<file path="config.mk">
export PLATFORM = sky130hd
export DESIGN_NAME = can_frame_assembler
export DESIGN_NICKNAME = d
export VERILOG_FILES = /design/src/rtl/can_fa_pkg.sv /design/src/rtl/can_fa_crc_step.sv /design/src/rtl/can_fa_field_mux.sv /design/src/rtl/can_frame_assembler.sv
export SDC_FILE = /design/constraint.sdc
export NUM_CORES = 1
export LEC_CHECK = 0
export BUFFER_PORTS_ARGS = -buffer_cell sky130_fd_sc_hd__buf_2
export CAP_MARGIN = 10
export CORE_MARGIN = 8
export CORE_UTILIZATION = 37
export DETAILED_ROUTE_END_ITERATION = 8
export SETUP_SLACK_MARGIN = 0.05
export SYNTH_ARGS = -nofsm -noshare
export SYNTH_HDL_FRONTEND = slang
export SYNTH_SLANG_ARGS = --single-unit
</file>
<file path="constraint.sdc">
create_clock -name clk -period 3.1 [get_ports clk]
set_input_delay 0 -clock clk [delete_from_list [all_inputs] [get_ports clk]]
set_output_delay 0 -clock clk [all_outputs]
set_load 0.03 [all_outputs]
</file>
<file path="src/rtl/can_fa_pkg.sv">
package can_fa_pkg;

    // Field indicator codes presented on field_type
    typedef enum logic [2:0] {
        FLD_IDLE = 3'd0,
        FLD_SOF  = 3'd1,
        FLD_ARB  = 3'd2,
        FLD_CTRL = 3'd3,
        FLD_DATA = 3'd4,
        FLD_CRC  = 3'd5
    } fld_e;

endpackage

</file>
<file path="src/rtl/can_fa_crc_step.sv">
// One serial step of a CRC shift register.
module can_fa_crc_step #(
    parameter int                CRC_W = 15,
    parameter logic [CRC_W-1:0]  POLY  = 15'h4599
) (
    input  logic [CRC_W-1:0] crc_i,
    input  logic             bit_i,
    output logic [CRC_W-1:0] crc_o
);
    logic feedback;

    always_comb begin
        feedback = bit_i ^ crc_i[CRC_W-1];
        crc_o    = {crc_i[CRC_W-2:0], 1'b0} ^ (feedback ? POLY : '0);
    end
endmodule

</file>
<file path="src/rtl/can_fa_field_mux.sv">
// Picks the bit for the current field and position, and flags the last bit of the field.
module can_fa_field_mux
    import can_fa_pkg::*;
#(
    parameter int ID_W      = 29,
    parameter int BASE_W    = 11,
    parameter int DLC_W     = 4,
    parameter int MAX_BYTES = 8,
    parameter int CRC_W     = 15,
    parameter int IDX_W     = 6,
    parameter int CNT_W     = 7
) (
    input  fld_e                   field_i,
    input  logic [IDX_W-1:0]       idx_i,
    input  logic [ID_W-1:0]        id_i,
    input  logic                   ext_i,
    input  logic                   rtr_i,
    input  logic [DLC_W-1:0]       dlc_i,
    input  logic [MAX_BYTES*8-1:0] data_i,
    input  logic [CRC_W-1:0]       crc_i,
    input  logic [CNT_W-1:0]       nbits_i,
    output logic                   bit_o,
    output logic                   last_o
);
    localparam int EXT_W     = ID_W - BASE_W;
    localparam int ID_SEL_W  = $clog2(ID_W);
    localparam int DAT_SEL_W = $clog2(MAX_BYTES * 8);
    localparam int CRC_SEL_W = $clog2(CRC_W);
    localparam int DLC_SEL_W = $clog2(DLC_W);

    int                   pos;
    logic [ID_SEL_W-1:0]  id_sel;
    logic [DAT_SEL_W-1:0] dat_sel;
    logic [CRC_SEL_W-1:0] crc_sel;
    logic [DLC_SEL_W-1:0] dlc_sel;

    always_comb begin
        pos     = int'(idx_i);
        bit_o   = 1'b1;
        last_o  = 1'b0;
        id_sel  = '0;
        dat_sel = '0;
        crc_sel = '0;
        dlc_sel = '0;
        case (field_i)
            FLD_SOF: begin
                bit_o  = 1'b0;
                last_o = 1'b1;
            end
            FLD_ARB: begin
                if (pos < BASE_W) begin
                    id_sel = ID_SEL_W'(ID_W - 1 - pos);
                    bit_o  = id_i[id_sel];
                end else if (!ext_i) begin
                    bit_o  = rtr_i;
                    last_o = 1'b1;
                end else if (pos == BASE_W || pos == BASE_W + 1) begin
                    bit_o  = 1'b1;          // substitute-remote and format marker
                end else if (pos < BASE_W + 2 + EXT_W) begin
                    id_sel = ID_SEL_W'(EXT_W - 1 - (pos - BASE_W - 2));
                    bit_o  = id_i[id_sel];
                end else begin
                    bit_o  = rtr_i;
                    last_o = 1'b1;
                end
            end
            FLD_CTRL: begin
                if (pos < 2) begin
                    bit_o = 1'b0;           // format marker / reserved bits
                end else begin
                    dlc_sel = DLC_SEL_W'(DLC_W + 1 - pos);
                    bit_o   = dlc_i[dlc_sel];
                end
                last_o = (pos == DLC_W + 1);
            end
            FLD_DATA: begin
                dat_sel = DAT_SEL_W'((pos / 8) * 8 + 7 - (pos % 8));
                bit_o   = data_i[dat_sel];
                last_o  = (pos == int'(nbits_i) - 1);
            end
            FLD_CRC: begin
                crc_sel = CRC_SEL_W'(CRC_W - 1 - pos);
                bit_o   = crc_i[crc_sel];
                last_o  = (pos == CRC_W - 1);
            end
            default: begin
                bit_o  = 1'b1;
                last_o = 1'b0;
            end
        endcase
    end
endmodule

</file>
<file path="src/rtl/can_frame_assembler.sv">
module can_frame_assembler
    import can_fa_pkg::*;
#(
    parameter int               ID_W      = 29,
    parameter int               BASE_W    = 11,
    parameter int               DLC_W     = 4,
    parameter int               MAX_BYTES = 8,
    parameter int               CRC_W     = 15,
    parameter logic [CRC_W-1:0] CRC_POLY  = 15'h4599
) (
    input  logic                   clk,
    input  logic                   rst_n,
    input  logic                   start,
    input  logic [ID_W-1:0]        msg_id,
    input  logic                   msg_ext,
    input  logic                   msg_rtr,
    input  logic [DLC_W-1:0]       msg_dlc,
    input  logic [MAX_BYTES*8-1:0] msg_data,
    input  logic                   bit_tick,
    output logic                   tx_bit,
    output logic [2:0]             field_type,
    output logic                   done
);
    localparam int DATA_BITS = MAX_BYTES * 8;
    localparam int ARB_MAX   = ID_W + 3;
    localparam int SPAN_A    = (DATA_BITS > ARB_MAX) ? DATA_BITS : ARB_MAX;
    localparam int SPAN      = (SPAN_A > CRC_W) ? SPAN_A : CRC_W;
    localparam int IDX_W     = $clog2(SPAN);
    localparam int CNT_W     = $clog2(DATA_BITS + 1);

    typedef struct packed {
        fld_e                  field;
        logic [IDX_W-1:0]      idx;
        logic [CRC_W-1:0]      crc;
        logic [ID_W-1:0]       id;
        logic                  ext;
        logic                  rtr;
        logic [DLC_W-1:0]      dlc;
        logic [DATA_BITS-1:0]  data;
        logic                  done;
    } st_t;

    st_t              st_d, st_q;
    logic [CNT_W-1:0] nbits;
    logic             cur_bit;
    logic             last_bit;
    logic [CRC_W-1:0] crc_nxt;

    // Payload length in bits: remote frames carry none, codes above the byte count clip
    always_comb begin
        if (st_q.rtr)
            nbits = '0;
        else if (int'(st_q.dlc) > MAX_BYTES)
            nbits = CNT_W'(DATA_BITS);
        else
            nbits = CNT_W'(int'(st_q.dlc) * 8);
    end

    can_fa_field_mux #(
        .ID_W      (ID_W),
        .BASE_W    (BASE_W),
        .DLC_W     (DLC_W),
        .MAX_BYTES (MAX_BYTES),
        .CRC_W     (CRC_W),
        .IDX_W     (IDX_W),
        .CNT_W     (CNT_W)
    ) mux_i (
        .field_i (st_q.field),
        .idx_i   (st_q.idx),
        .id_i    (st_q.id),
        .ext_i   (st_q.ext),
        .rtr_i   (st_q.rtr),
        .dlc_i   (st_q.dlc),
        .data_i  (st_q.data),
        .crc_i   (st_q.crc),
        .nbits_i (nbits),
        .bit_o   (cur_bit),
        .last_o  (last_bit)
    );

    can_fa_crc_step #(
        .CRC_W (CRC_W),
        .POLY  (CRC_POLY)
    ) crc_i (
        .crc_i (st_q.crc),
        .bit_i (cur_bit),
        .crc_o (crc_nxt)
    );

    always_comb begin
        st_d      = st_q;
        st_d.done = 1'b0;
        if (st_q.field == FLD_IDLE) begin
            if (start) begin
                st_d.field = FLD_SOF;
                st_d.idx   = '0;
                st_d.crc   = '0;
                st_d.id    = msg_id;
                st_d.ext   = msg_ext;
                st_d.rtr   = msg_rtr;
                st_d.dlc   = msg_dlc;
                st_d.data  = msg_data;
            end
        end else if (bit_tick) begin
            if (st_q.field != FLD_CRC)
                st_d.crc = crc_nxt;
            if (last_bit) begin
                st_d.idx = '0;
                case (st_q.field)
                    FLD_SOF:  st_d.field = FLD_ARB;
                    FLD_ARB:  st_d.field = FLD_CTRL;
                    FLD_CTRL: st_d.field = (nbits != '0) ? FLD_DATA : FLD_CRC;
                    FLD_DATA: st_d.field = FLD_CRC;
                    default: begin
                        st_d.field = FLD_IDLE;
                        st_d.done  = 1'b1;
                    end
                endcase
            end else begin
                st_d.idx = st_q.idx + IDX_W'(1);
            end
        end
    end

    always_ff @(posedge clk or negedge rst_n) begin
        if (!rst_n) begin
            st_q       <= '0;
            st_q.field <= FLD_IDLE;
        end else begin
            st_q <= st_d;
        end
    end

    assign tx_bit     = cur_bit;
    assign field_type = st_q.field;
    assign done       = st_q.done;

    // Idle line is recessive
    p_idle_recessive_r1: assert property (@(posedge clk) disable iff (!rst_n)
        (st_q.field == FLD_IDLE) |-> tx_bit);

    // Without a start, idle stays idle even when strobes arrive
    p_idle_hold_r1: assert property (@(posedge clk) disable iff (!rst_n)
        (st_q.field == FLD_IDLE && !start) |=> (st_q.field == FLD_IDLE));

    p_start_sof_r2: assert property (@(posedge clk) disable iff (!rst_n)
        (st_q.field == FLD_IDLE && start) |=> (field_type == 3'd1 && !tx_bit));

    p_hold_no_tick_r3: assert property (@(posedge clk) disable iff (!rst_n)
        (st_q.field != FLD_IDLE && !bit_tick) |=> ($stable(tx_bit) && $stable(field_type)));

    p_std_marker_r4: assert property (@(posedge clk) disable iff (!rst_n)
        (st_q.field == FLD_CTRL && !st_q.ext && st_q.idx == '0) |-> !tx_bit);

    p_ext_markers_r5: assert property (@(posedge clk) disable iff (!rst_n)
        (st_q.field == FLD_ARB && st_q.ext &&
         (int'(st_q.idx) == BASE_W || int'(st_q.idx) == BASE_W + 1)) |-> tx_bit);

    p_ctrl_reserved_r6: assert property (@(posedge clk) disable iff (!rst_n)
        (st_q.field == FLD_CTRL && int'(st_q.idx) < 2) |-> !tx_bit);

    p_payload_bound_r7: assert property (@(posedge clk) disable iff (!rst_n)
        (st_q.field == FLD_DATA) |-> (int'(st_q.idx) < int'(nbits)));

    p_remote_nodata_r8: assert property (@(posedge clk) disable iff (!rst_n)
        (st_q.field == FLD_DATA) |-> !st_q.rtr);

    p_crc_frozen_r9: assert property (@(posedge clk) disable iff (!rst_n)
        (st_q.field == FLD_CRC) |=> (st_q.field != FLD_CRC || $stable(st_q.crc)));

    p_done_single_r10: assert property (@(posedge clk) disable iff (!rst_n)
        done |=> !done);

    p_done_source_r10: assert property (@(posedge clk) disable iff (!rst_n)
        done |-> ($past(st_q.field == FLD_CRC && bit_tick) && field_type == 3'd0));

endmodule

</file>
### Yosys cells after proc, flatten, opt, wreduce, memory -nomap -nowiden

Index checks and enable logic that the tools add are counted.

| word-level totals | value |
|---|---|
| flip-flop bits (word level) | 124 |
| input port bits | 103 |
| output and inout port bits | 5 |
| logic and storage cells | 89 |

| operators by class | value |
|---|---|
| $add $sub $neg | 10 |
| $lt $le $gt $ge | 9 |
| equal/unequal tests | 12 |
| muxes and demuxes | 36 |
| bitwise logic cells | 2 |
| reduce and logical (&&, ||, !) cells | 11 |

Operators by type and width:

| operator | number |
|---|---|
| $mux 123 | 1 |
| $mux 24 | 2 |
| $mux 15 | 2 |
| $mux 1 | 19 |
| $eq 6x5->1 const B | 3 |
| $xor 15x15->15 | 1 |
| $mux 7 | 2 |
| $lt 5x6->1 const B | 2 |
| $pmux 3 s4 | 1 |
| $bmux 1 s5 | 2 |
| $pmux 1 s5 | 2 |
| $sub 5x5->5 const A | 2 |
| $eq 7x8->1 | 1 |
| $sub 7x1->8 const B | 1 |
| $lt 6x7->1 const B | 1 |
| $reduce_bool 7->1 | 1 |
| $add 6x1->6 const B | 1 |
| $add 6x3->6 const B | 1 |
| $bmux 1 s6 | 1 |
| $eq 3x2->1 const B | 2 |
| $eq 3x3->1 const B | 2 |
| $eq 6x4->1 const B | 1 |
| $lt 6x2->1 const B | 1 |
| $lt 6x4->1 const B | 1 |
| other kinds (23) | 27 |

### Longest topological paths before layout

| logic depth | value |
|---|---|
| word-level depth | 16 |
| mapped depth | 16 |
| gate-level depth less buffers | 11 |

### Modules after synthesis

Synthesis repeated with hierarchy kept, for this count alone.

| unflattened totals | value |
|---|---|
| cell total of the unflattened synthesis | 533 |
| area total of the unflattened synthesis | 7,226.9 um^2 |

Modules (own cells, without submodules):

| module | times used | cells an instance | area an instance (um^2) | sequential area each (um^2) |
|---|---|---|---|---|
| can_frame_assembler | 1 | 321 | 5,165.0 | 3,103.0 |
| can_fa_field_mux | 1 | 194 | 1,824.2 | 0.0 |
| can_fa_crc_step | 1 | 18 | 237.7 | 0.0 |

### Least setup slack after synthesis

No wires, ideal clock.

| path | value |
|---|---|
| path type | register to register |
| start | register st_q[116] (netlist bit) |
| end | register st_q[107] (netlist bit) |
| setup time | 121 ps |
| arrival time | 3,126 ps |
| data required time | 2,979 ps |
| setup slack | -147 ps |
| stages on the path, launching flop included | 16 |
| buffers on the path | 6 |
| period minus slack after synthesis | 3,247 ps |
| path through | dfrtp_1 -> buf_4 -> buf_4 -> buf_2 -> inv_1 -> ha_1 -> buf_2 -> clkbuf_1 -> mux4_2 -> o21ai_0 -> o211ai_1 -> a21oi_1 -> and4_1 -> buf_6 -> xnor3_1 -> a22o_1 |

| on the way | value |
|---|---|
| longest elaborated chain between the ends | 16 |
| elaborated cells on any way between the ends | 35 |
| those cells by class | add/sub: 7; order compare: 3; eq/ne: 2; mux: 20; bitwise: 2; reduce/logical: 1 |

RTL lines:

| item | line | RTL |
|---|---|---|
| start: declaration | can_frame_assembler.sv:43 | `st_t st_d, st_q;` |
| start signal: assignment | can_frame_assembler.sv:130 | `st_q <= st_d;` |
| $sub 5x4->5 | can_fa_field_mux.sv:60 | `id_sel = ID_SEL_W'(EXT_W - 1 - (pos - BASE_W - 2));` |
| $sub 5x3->5 | can_fa_field_mux.sv:60 |  |
| $sub 5x5->5 | can_fa_field_mux.sv:60 |  |
| $bmux 1 s5 | can_fa_field_mux.sv:61 | `bit_o = id_i[id_sel];` |
| $mux 1 (not written as such) | can_fa_field_mux.sv:61 |  |
| $mux 1 | can_fa_field_mux.sv:59 | `end else if (pos < BASE_W + 2 + EXT_W) begin` |
| $mux 1 | can_fa_field_mux.sv:57 | `end else if (pos == BASE_W \|\| pos == BASE_W + 1) begin` |
| $mux 1 | can_fa_field_mux.sv:54 | `end else if (!ext_i) begin` |
| $mux 1 | can_fa_field_mux.sv:51 | `if (pos < BASE_W) begin` |
| $pmux 1 s5 * | can_fa_field_mux.sv:45 | `case (field_i)` |
| $xor 1x1->1 * | can_fa_crc_step.sv:13 | `feedback = bit_i ^ crc_i[CRC_W-1];` |
| $mux 15 * | can_fa_crc_step.sv:14 | `crc_o = {crc_i[CRC_W-2:0], 1'b0} ^ (feedback ? POLY : '0);` |
| $xor 15x15->15 * | can_fa_crc_step.sv:14 |  |
| $mux 15 * | can_frame_assembler.sv:105 | `if (st_q.field != FLD_CRC)` |
| $mux 24 * | can_frame_assembler.sv:104 | `end else if (bit_tick) begin` |
| $mux 24 * | can_frame_assembler.sv:93 | `if (st_q.field == FLD_IDLE) begin` |

Mark *: on every way between the ends. The rest lies on a longest branch, timed or not. The select of a mux whose other input is x is not followed.
A chain may end at the register's enable or synchronous reset.

### Worst setup path after layout

| path | value |
|---|---|
| start | register st_q[116] (netlist bit) |
| end | output port tx_bit |

| on the way | value |
|---|---|
| longest elaborated chain between the ends | 10 |
| elaborated cells on any way between the ends | 29 |
| those cells by class | add/sub: 7; order compare: 3; eq/ne: 2; mux: 16; reduce/logical: 1 |

RTL lines:

| item | line | RTL |
|---|---|---|
| $sub 5x4->5 | can_fa_field_mux.sv:60 |  |
| $sub 5x3->5 | can_fa_field_mux.sv:60 |  |
| $sub 5x5->5 | can_fa_field_mux.sv:60 |  |
| $bmux 1 s5 | can_fa_field_mux.sv:61 |  |
| $mux 1 (not written as such) | can_fa_field_mux.sv:61 |  |
| $mux 1 | can_fa_field_mux.sv:59 |  |
| $mux 1 | can_fa_field_mux.sv:57 |  |
| $mux 1 | can_fa_field_mux.sv:54 |  |
| $mux 1 | can_fa_field_mux.sv:51 |  |
| $pmux 1 s5 * | can_fa_field_mux.sv:45 |  |
| end: declaration | can_frame_assembler.sv:20 | `output logic tx_bit,` |

Marks and branches as above.

==> run metrics <==
Root Buffer clkbuf_16; Area Growth Syn to Fin 39.0%; first-pass GRT wire length 29600 um; net switching power 3.40 mW; Worst Skew 0.0107 ns; CTS sink cnt 124; DRT Pass-1 Iters 4; Vias/cell 5.28; worst slew pin tran 0.723 ns; synth warn 0; setup violators final 0; Cell Int Power 6.27 mW; final net count 878; Setup crit end kind primary output; RSZ-0062 raised after global routing true; power per standard cell area 1030 mW/mm^2; crit share post-route 0.949; synthesized flop and latch total 124; clk_lat worst skew 0.42 ns; Place WS -0.0397 ns; I/O pins 108; CP Launch Type flip-flop; DRC 0; Slew Limit Fails 0; crit-path max FO 12; total global routing track utilization 0.164; DR vias 5329; Detailed Place HPWL 12200 um; post-synthesis net count 657; # placed instances 868; CP required 3.10 ns; post-synthesis cell type count 59; number of global-route vias before repair 5766; Hold Path Stages 4; Reg2Reg Launch Point st_q[116]; Post-synth EDFFs 0; initial antenna violation count 0; Synth Area per Inst 12.4 um^2; clock buffer depth 2; FP Rows 49; share of post-route cells with drive strength above 1 0.393; fraction of registers with async set/reset 1.00; Critical Path Slowest Stage Cell dfrtp_1; final wirelength 17900 um; WL/cell 17.7 um; clock slew seen by the registers of the worst setup and hold paths 0.06 ns; min-delay src start; largest net degree at the start of global routing 101; Hold Vio Cnt, Final 0; combinational share of power 0.467; run status finished clean; Synth top area share 0.457; global placement routability congestion 0.844; GRT overflow 0; core area 0.0180 mm^2; sequential share of power 0.313; port buffer count 107; sequential share of the synthesized area 0.457; top cell type by total area after synthesis dfrtp_1; CTS tree yes; die area 0.0229 mm^2; critical path, cell by cell buf_12 > ha_1 > xnor2_2 > buf_6 > mux2_2 > a41oi_2 > a2bb2oi_1 > nand4_1 > and4_4 > buf_4 > inv_1 > clkbuf_4; worst hold path endpoint field_type[0]; delay-heaviest family, CP buffers and inverters; Clk pwr share 0.220; setup_tns 0 ns; count leader, synth dfrtp_1; Fill cells 1519; Net Sw Frac 0.352; Buf/Inv on CP 5; Cells after Synth 547; 1st-iter DRT viols 228; final critical-path required period 2.94 ns; Synth Cell Area 0.00678 mm^2; fmax 340 MHz; Max VDD drop 0.563 mV; fin worst setup slack 0.159 ns; Synth top cells by count dfrtp_1 (124), mux2_2 (100), nand2_1 (42); CP arrival 2.94 ns; number of antenna diodes 0; Max Cap Violations 0; Max transition margin 0.518; Reg2Reg Setup Slack 0.25 ns; top cells by area, synth dfrtp_1 (46%), mux2_2 (17%), mux4_2 (6.0%), mux4_1 (3.9%), nand2_1 (2.3%); Die H 151 um; Worst Reg2Reg Path Length in Cells 12; Hold Crit Class in2reg; ys flop type dfrtp_1; crit-path max cell delay 0.42 ns; critical path class reg2out; r2r endpoint st_q[108]; Max H-tree Level 4; Antenna Nets Post-Route 0; fin cells 1010; Initial Util 0.378; leakage 4.20 nW; Die Span X 151 um; WHS 0.0640 ns; total CTS buffers 17
[cells by family (layout without fill, tap and decap cells)]
| logic type | Yosys count | count (layout) | synth area share |
|---|---|---|---|
| simple gates | 119 | 119 | 0.0917 |
| xor+xnor | 15 | 15 | 0.0306 |
| flops | 124 | 124 | 0.457 |
| compound gates | 86 | 86 | 0.0843 |
| buf+inv | 53 | 287 | 0.0365 |
| fa+ha+maj | 7 | 7 | 0.0129 |
| mux | 143 | 143 | 0.287 |
[power by group through the flow]
stage          combinational (mW)  clock [mW]  sequential, mW
2_1_floorplan                3.35           0            2.75
3_5_place_dp                 4.15           0            3.05
5_1_grt                      4.92        2.24            3.14
6_report                     4.52        2.13            3.03
3_3_place_gp                 4.04           0            3.00
4_1_cts                      4.40        2.17            3.03
[through the flow]
step	instance area (um^2)	util	total power [mW]
floorplan	6790	-	6.10
global placement	7650	0.426	7.05
detailed placement	7650	0.426	7.20
CTS	9340	0.520	9.60
global route	9430	0.525	10.3
finish	9430	0.525	9.67
[routing by layer]
layer,wire [um],share of wire,track usage
met5,0,0,0
met4,211,0.012,0.0450
met3,906,0.051,0.0427
met2,8890,0.50,0.272
met1,7900,0.44,0.208
[cells in the final DEF, fill, tap and decap left out, types with 13 or more instances in the layout]
master and n:
buf_2 105, dfrtp_1 122, o21ai_0 27, a21oi_1 14, nand2_1 42, inv_1 13, buf_4 29, mux2_2 100
mux4_2 18, mux2i_1 15, dlygate4sd3_1 101, clkbuf_16 17
[tightest hold or removal path, cell delays in order]
cell and delay [ns]:
buf_2 0.10, mux2i_1 0.07, a2bb2oi_1 0.13, o21ai_0 0.14
[state kept, by name, summed over array words and instances, names as in the netlist, named ones only]
register,cells
done,1
field_type,2
st_q,120
[worst max path at each step]
stage                     startpoint         to  slack (ns)  cells past startpoint
after global placement     st_q[115]  st_q[114]        0.06                     10
after global routing       st_q[116]     tx_bit      -0.002                     12
after floorplan            st_q[116]  st_q[107]        0.09                     15
final                      st_q[116]     tx_bit        0.16                     12
after CTS                  st_q[116]     tx_bit        0.07                     12
after detailed placement   st_q[117]  st_q[114]       -0.04                      9
[final cells by class]
type                            count  area [um^2]  share of cell area
Multi-Input combinational cell    370         3490               0.370
Clock inverter                     14          195              0.0207
Sequential cell                   124         3110               0.329
Inverter                           13         48.8             0.00518
Timing Repair Buffer              242         1860               0.198
Clock buffer                       18          439              0.0466
Tap cell                          229          287              0.0304
[repair_timing]
item	4_1_cts	5_1_grt
setup endpoints to repair	8	8
setup buffers	3	6
endpoints found under the hold margin	154	0
hold buffers	101	0
gates resized for setup	7	9
pin swaps	1	3
Note: power is estimated with default switching activity, not from simulation.
